**src/rtl/sercfg_pkg.sv**
```systemverilog
package sercfg_pkg;

    localparam int ADDR_W = 5;
    localparam int FLAG_W = 6;
    localparam int CFG_W  = ADDR_W + FLAG_W;

    typedef struct packed {
        logic [ADDR_W-1:0] addr;
        logic              talk_only;
        logic              listen_only;
        logic              single_role;
        logic              svc_req;
        logic              ret_local;
        logic              ind_status;
    } cfg_t;

endpackage

```
**src/rtl/sercfg_frame_seq.sv**
```systemverilog
module sercfg_frame_seq #(
    parameter int FRAME_LEN = 16,
    parameter int KEEP_BITS = 11
) (
    input  logic clk_i,
    input  logic pon_i,
    output logic load_o,
    output logic cap_en_o,
    output logic commit_o
);
    localparam int CNT_W = (FRAME_LEN > 1) ? $clog2(FRAME_LEN) : 1;
    localparam logic [CNT_W-1:0] LAST = CNT_W'(FRAME_LEN - 1);
    localparam logic [CNT_W-1:0] KEEP = CNT_W'(KEEP_BITS);

    typedef struct packed {
        logic [CNT_W-1:0] cnt;
    } seq_t;

    seq_t seq_d, seq_q;

    always_comb begin
        seq_d = seq_q;
        if (seq_q.cnt == LAST) begin
            seq_d.cnt = '0;
        end else begin
            seq_d.cnt = seq_q.cnt + 1'b1;
        end
    end

    always_ff @(posedge clk_i or posedge pon_i) begin
        if (pon_i) begin
            seq_q <= '0;
        end else begin
            seq_q <= seq_d;
        end
    end

    // slot 0 loads, slots 1..KEEP capture, last slot commits
    assign load_o   = (seq_q.cnt == '0);
    assign cap_en_o = (seq_q.cnt != '0) && (seq_q.cnt <= KEEP);
    assign commit_o = (seq_q.cnt == LAST);

endmodule

```
**src/rtl/sercfg_capture.sv**
```systemverilog
module sercfg_capture #(
    parameter int WIDTH = 11
) (
    input  logic             clk_i,
    input  logic             pon_i,
    input  logic             cap_en_i,
    input  logic             ser_i,
    output logic [WIDTH-1:0] word_o
);
    typedef struct packed {
        logic [WIDTH-1:0] sr;
    } cap_t;

    cap_t cap_d, cap_q;

    always_comb begin
        cap_d = cap_q;
        if (cap_en_i) begin
            // first bit received ends up in the MSB
            cap_d.sr = {cap_q.sr[WIDTH-2:0], ser_i};
        end
    end

    always_ff @(posedge clk_i or posedge pon_i) begin
        if (pon_i) begin
            cap_q <= '0;
        end else begin
            cap_q <= cap_d;
        end
    end

    assign word_o = cap_q.sr;

endmodule

```
**src/rtl/sercfg_hold.sv**
```systemverilog
module sercfg_hold
    import sercfg_pkg::*;
(
    input  logic             clk_i,
    input  logic             pon_i,
    input  logic             commit_i,
    input  logic [CFG_W-1:0] word_i,
    output cfg_t             cfg_o
);
    typedef struct packed {
        cfg_t cfg;
    } hold_t;

    hold_t hold_d, hold_q;

    always_comb begin
        hold_d = hold_q;
        if (commit_i) begin
            hold_d.cfg = cfg_t'(word_i);
        end
    end

    always_ff @(posedge clk_i or posedge pon_i) begin
        if (pon_i) begin
            hold_q <= '0;
        end else begin
            hold_q <= hold_d;
        end
    end

    assign cfg_o = hold_q.cfg;

endmodule

```
**src/rtl/sercfg_loader.sv**
```systemverilog
module sercfg_loader
    import sercfg_pkg::*;
#(
    parameter int FRAME_LEN = 16
) (
    input  logic              clk_i,
    input  logic              pon_i,
    input  logic              ser_i,
    output logic              load_o,
    output logic [ADDR_W-1:0] addr_o,
    output logic              talk_only_o,
    output logic              listen_only_o,
    output logic              single_role_o,
    output logic              svc_req_o,
    output logic              ret_local_o,
    output logic              ind_status_o
);
    logic             cap_en;
    logic             commit;
    logic [CFG_W-1:0] word;
    cfg_t             cfg;

    sercfg_frame_seq #(
        .FRAME_LEN (FRAME_LEN),
        .KEEP_BITS (CFG_W)
    ) u_seq (
        .clk_i    (clk_i),
        .pon_i    (pon_i),
        .load_o   (load_o),
        .cap_en_o (cap_en),
        .commit_o (commit)
    );

    sercfg_capture #(
        .WIDTH (CFG_W)
    ) u_cap (
        .clk_i    (clk_i),
        .pon_i    (pon_i),
        .cap_en_i (cap_en),
        .ser_i    (ser_i),
        .word_o   (word)
    );

    sercfg_hold u_hold (
        .clk_i    (clk_i),
        .pon_i    (pon_i),
        .commit_i (commit),
        .word_i   (word),
        .cfg_o    (cfg)
    );

    assign addr_o        = cfg.addr;
    assign talk_only_o   = cfg.talk_only;
    assign listen_only_o = cfg.listen_only;
    assign single_role_o = cfg.single_role;
    assign svc_req_o     = cfg.svc_req;
    assign ret_local_o   = cfg.ret_local;
    assign ind_status_o  = cfg.ind_status;

endmodule

```
**config.mk**
```make
export PLATFORM = sky130hd
export DESIGN_NAME = sercfg_loader
export DESIGN_NICKNAME = d
export VERILOG_FILES = /design/src/rtl/sercfg_pkg.sv /design/src/rtl/sercfg_frame_seq.sv /design/src/rtl/sercfg_capture.sv /design/src/rtl/sercfg_hold.sv /design/src/rtl/sercfg_loader.sv
export SDC_FILE = /design/constraint.sdc
export NUM_CORES = 1
export LEC_CHECK = 0
export CAP_MARGIN = 10
export CORE_ASPECT_RATIO = 1.4
export CORE_MARGIN = 4
export CORE_UTILIZATION = 40
export DETAILED_ROUTE_END_ITERATION = 10
export SYNTH_ARGS = -nofsm -noshare
export SYNTH_HDL_FRONTEND = slang
export SYNTH_SLANG_ARGS = --single-unit
```
**constraint.sdc**
```tcl
create_clock -name clk_i -period 2 [get_ports clk_i]
set_input_delay 0.4 -clock clk_i [delete_from_list [all_inputs] [get_ports clk_i]]
set_output_delay 0.4 -clock clk_i [all_outputs]
set_load 0.05 [all_outputs]
```
# After elaboration in Yosys (flattened, before gate mapping)
# Index checks and enable logic that the tools add are counted.
# word_totals
inputBits,3
register_bits,26
output_inout_bits,12
wordCells,16
# classes
n_addsub,1
reduce_logical,3
eq_ne,1
magnitude_cmp,1
mux,1
# ops
operator,count
4-bit by 1-bit adder with 4-bit output (second input constant),1
4-bit == test (second input constant),1
4-bit <= comparator (second input constant),1
4-bit logical NOT,1
4-bit 2-to-1 mux,1
4-bit nonzero test,1
1-bit logical AND,1

# Logic depth before layout (Yosys ltp)
# logic_depth
word_depth,2
depth_mapped,6
depth_no_buf,5

# Modules after synthesis
# A second synthesis with hierarchy kept.
# unflattened
cells_unflattened,67
area_unflattened_um2,1108.6
# by_module_without_submodules
mod,area_per_inst_um2,instances,seq_area_each_um2,cells_each
sercfg_capture,451.7,1,275.3,24
sercfg_hold,451.7,1,275.3,24
sercfg_frame_seq,205.2,1,100.1,19

# Least setup slack after synthesis
# No wires, ideal clock.
# synth_timing
path_type,flip-flop to flip-flop
from,reg u_seq.seq_q[0] in the netlist's numbering
to,"reg u_cap.cap_q, in the netlist u_cap.word_o[0]"
n_path_buf,1
setup_time_ns,0.125
path_stages_with_launch,7
synth_period_minus_slack_ns,1.978
setup_slack_ns,0.022
arrival_ns,1.853
t_required_ns,1.875
cell_sequence,dfrtp_1 inv_1 ha_1 nor3b_2 a21oi_2 buf_6 mux2_4
# synth_via
elab_chain_cells,2
elab_cells_between_ends,3
cone_classes,order compare (1); reduce/logical (2)
# synth_rtl
element,line_no,source
from (decl),sercfg_frame_seq.sv:19,"seq_t seq_d, seq_q;"
from (signal assigned),sercfg_frame_seq.sv:34,seq_q <= seq_d;
4-bit <= comparator or 4-bit nonzero test (tied branches),sercfg_frame_seq.sv:40,assign cap_en_o = (seq_q.cnt != '0) && (seq_q.cnt <= KEEP);
1-bit logical AND (*),sercfg_frame_seq.sv:40,
to (signal assigned),sercfg_capture.sv:28,cap_q <= cap_d;
to (decl),sercfg_capture.sv:14,"cap_t cap_d, cap_q;"
# Every way passes the cells marked *; elsewhere a longest branch is shown, timed or not.
# A chain may end at the register's enable or synchronous reset.

# Final worst setup path
# layout_timing
from,"reg u_hold.hold_q, in the netlist u_hold.cfg_o[3]"
to,out single_role_o
# layout_lines
element,line_no,source
from (decl),sercfg_hold.sv:14,"hold_t hold_d, hold_q;"
from (signal assigned),sercfg_hold.sv:27,hold_q <= hold_d;
to (decl),sercfg_loader.sv:13,"output logic single_role_o,"
# No word-level cell between the ends.

==> metrics.txt <==
status=finished clean; Tmin final=between 1.5 and 2 ns; via count=~550; WS Path Type=reg -> out; worst vdd ir=between 0.3 and 0.4 mV; GRT Overall Usage=about a tenth; Setup Viol. Count Final=0; Area Growth Syn to Fin=22.4%; Max Cap Violations=0; FF-to-FF End=u_cap.word_o[5]; M1 GR Usage=about an eighth; share of cells above drive strength 1=between 30 and 40%; Hold Crit Class=in -> async; GP Congestion=~0.66; via density per instance=around 4.7; Leak=roughly 0.6 nW; Critical Path, Cell by Cell=clkdlybuf4s50_1; highest clock rate=0.533 GHz; drt total wl=about 1500 um; post-route ant nets=0; Worst Reg-to-Reg Cells=6; RSZ-0062 raised after global routing=no; Critical Path Start Type=flop; Max Slew Vio Count=0; Setup WS pre-CTS=0.255 ns; area share of the largest cell type after synthesis=61.8%; ratio of total power to cell area=between 700 and 800 mW/mm^2; Avg Synthesized Cell Area=between 15 and 20 um^2; # rows=21; Seq cells post-synth=26; Syn Inst Count=64; slew of the pin with the lowest slew margin=roughly 0.50 ns; # IOs=15; number of synthesis warnings=0; min setup slack post-route=~0.12 ns; clk sink count=26; met2 usage=approximately 18%; Crit path max-delay family=buffers and inverters; Detailed Place HPWL=1090 um; synthesized netlist net count=slightly below 70; CTS root buffer=clkbuf_4; top-count cell post-synth=dfrtp_1; post-CTS setup buffer count=0; vias in the first global route=~600; total CTS buffers=3; largest area contributor in the netlist=dfrtp_1; CTS resizes=0; first-pass GRT wire length=between 2000 and 3000 um; Slowest cell on crit path=clkdlybuf4s50_1; Crit Path Max Fanout=2; synth unique cells=15; clock buffer depth=2; Bufs and invs on worst path=1; Worst-path clk slew=0.13 ns; Synth top cells by count=dfrtp_1, mux2_2, mux2_4; post-cts hold buffer count=0; Worst Setup End Kind=primary output; grt peak-use layer=met2; # nets final=between 80 and 90; drt drc=0; total negative slack=0 ns; Tcrit/Tclk final=about 94%; final hold viol count=0; EDFF count, synth=0; Worst EP arrival=about 1.5 ns; IO buf count=14; depth of the CTS H-tree=1; 1st-pass router iterations=2; Die Wd=around 51 um; Crit path largest cell delay=0.80 ns; FFs w/ async S/R, synth=100%; top cells by area, synth=dfrtp_1, mux2_4, mux2_2; Reg-to-Reg Start=u_seq.seq_q[0]; Die Span Y=between 60 and 70 um; insertion delay to the later sink of the worst-skew pair=between 0.3 and 0.4 ns; Initial DRC Count=5; Initial Util=between 40% and 50%; Seq/Total Area, Yosys=around three fifths; Rel. slew slack=between 60% and 70%; initial antenna violation count=0; met3 Track Usage GR=under 10%; ys flop type=dfrtp_1; Synth Cell Area=approximately 0.0011 mm^2; n_diodes=0; core area=between 0.002 and 0.0025 mm^2; GR Overflow Total=0; WL/cell=13.1 um; Clock Skew=0.00144 ns; die area=between 0.003 and 0.004 mm^2; largest net degree at the start of global routing=27; CTS tree=yes; setup slack, reg-to-reg=0.24 ns; CP required=1.60 ns
-- state kept, by name (all words and copies together), names as in the netlist --
| name | count |
|---|---|
| u_seq.seq_q | 4 |
| u_cap.word_o | 11 |
| u_hold.cfg_o | 11 |
-- per-layer routing --
metal | up-vias | routed length [um] | share of wire [%]
met5 | - | 0 | 0
met4 | 0 | 36 | 2.3
met3 | 4 | 51 | 3.3
met2 | 9 | 759 | 49
met1 | 281 | 686 | 45
li1 | 260 | - | -
-- kinds of logic after synthesis --
| kind of cell | after synthesis | share of synthesized area (%) |
|---|---|---|
| AO/OA/AOI/OAI | 5 | 3.21 |
| XOR/XNOR | 1 | 0.832 |
| adder cells (fa/ha/maj) | 2 | 2.38 |
| buffers and inverters | 6 | 2.97 |
| flip-flops | 26 | 61.8 |
| multiplexers | 22 | 27.1 |
| AND/OR/NAND/NOR | 2 | 1.66 |
-- worst max path at each step --
stage,cells past startpoint,endpoint,from,slack [ns]
after CTS,1,single_role_o,u_hold.cfg_o[3],0.1
final,1,single_role_o,u_hold.cfg_o[3],0.12
after global placement,6,u_cap.word_o[1],u_seq.seq_q[0],0.30
after detailed placement,6,u_cap.word_o[2],u_seq.seq_q[0],0.26
after global routing,1,listen_only_o,u_hold.cfg_o[4],0.04
after floorplan,6,u_cap.word_o[0],u_seq.seq_q[0],0.02
-- where the power goes --
| group | switching [mW] | internal [mW] | total [mW] |
|---|---|---|---|
| sequential | 0.0139 | 0.548 | 0.562 |
| combinational | 0.0610 | 0.0453 | 0.106 |
| clock | 0.142 | 0.111 | 0.253 |
| total | 0.217 | 0.704 | 0.922 |
-- area by class of cell --
type | instances | area [um^2]
repair buffers | 17 | 173
fillers | 210 | 1160
inverters | 4 | 15.0
multi-input cells | 32 | 370
flip-flops and latches | 26 | 651
clock buffers | 4 | 36.3
well taps | 34 | 42.5
-- placed cells by master, fill, tap and decap left out, types with 2 or more instances in the layout --
cell	synthesis	layout
clkdlybuf4s50_1	0	13
ha_1	2	2
clkbuf_4	0	3
mux2_4	10	10
mux2_2	12	12
buf_4	0	3
inv_1	4	4
dfrtp_1	26	26
-- per-stage QoR --
step / hold slack (ns) / utilization (%) / power [mW] / cells / cell area, um^2
after CTS: 0.428 / 52.7 / 0.938 / 117 / 1290
after detailed placement: 0.483 / 51.2 / 0.681 / 113 / 1250
after floorplan: 0.440 / - / 0.643 / 64 / 1050
after global routing: 0.413 / 52.7 / 0.972 / 117 / 1290
final: 0.425 / 52.7 / 0.922 / 117 / 1290
after global placement: 0.461 / 51.2 / 0.680 / 113 / 1250
Power figures use the tool's default switching activity.
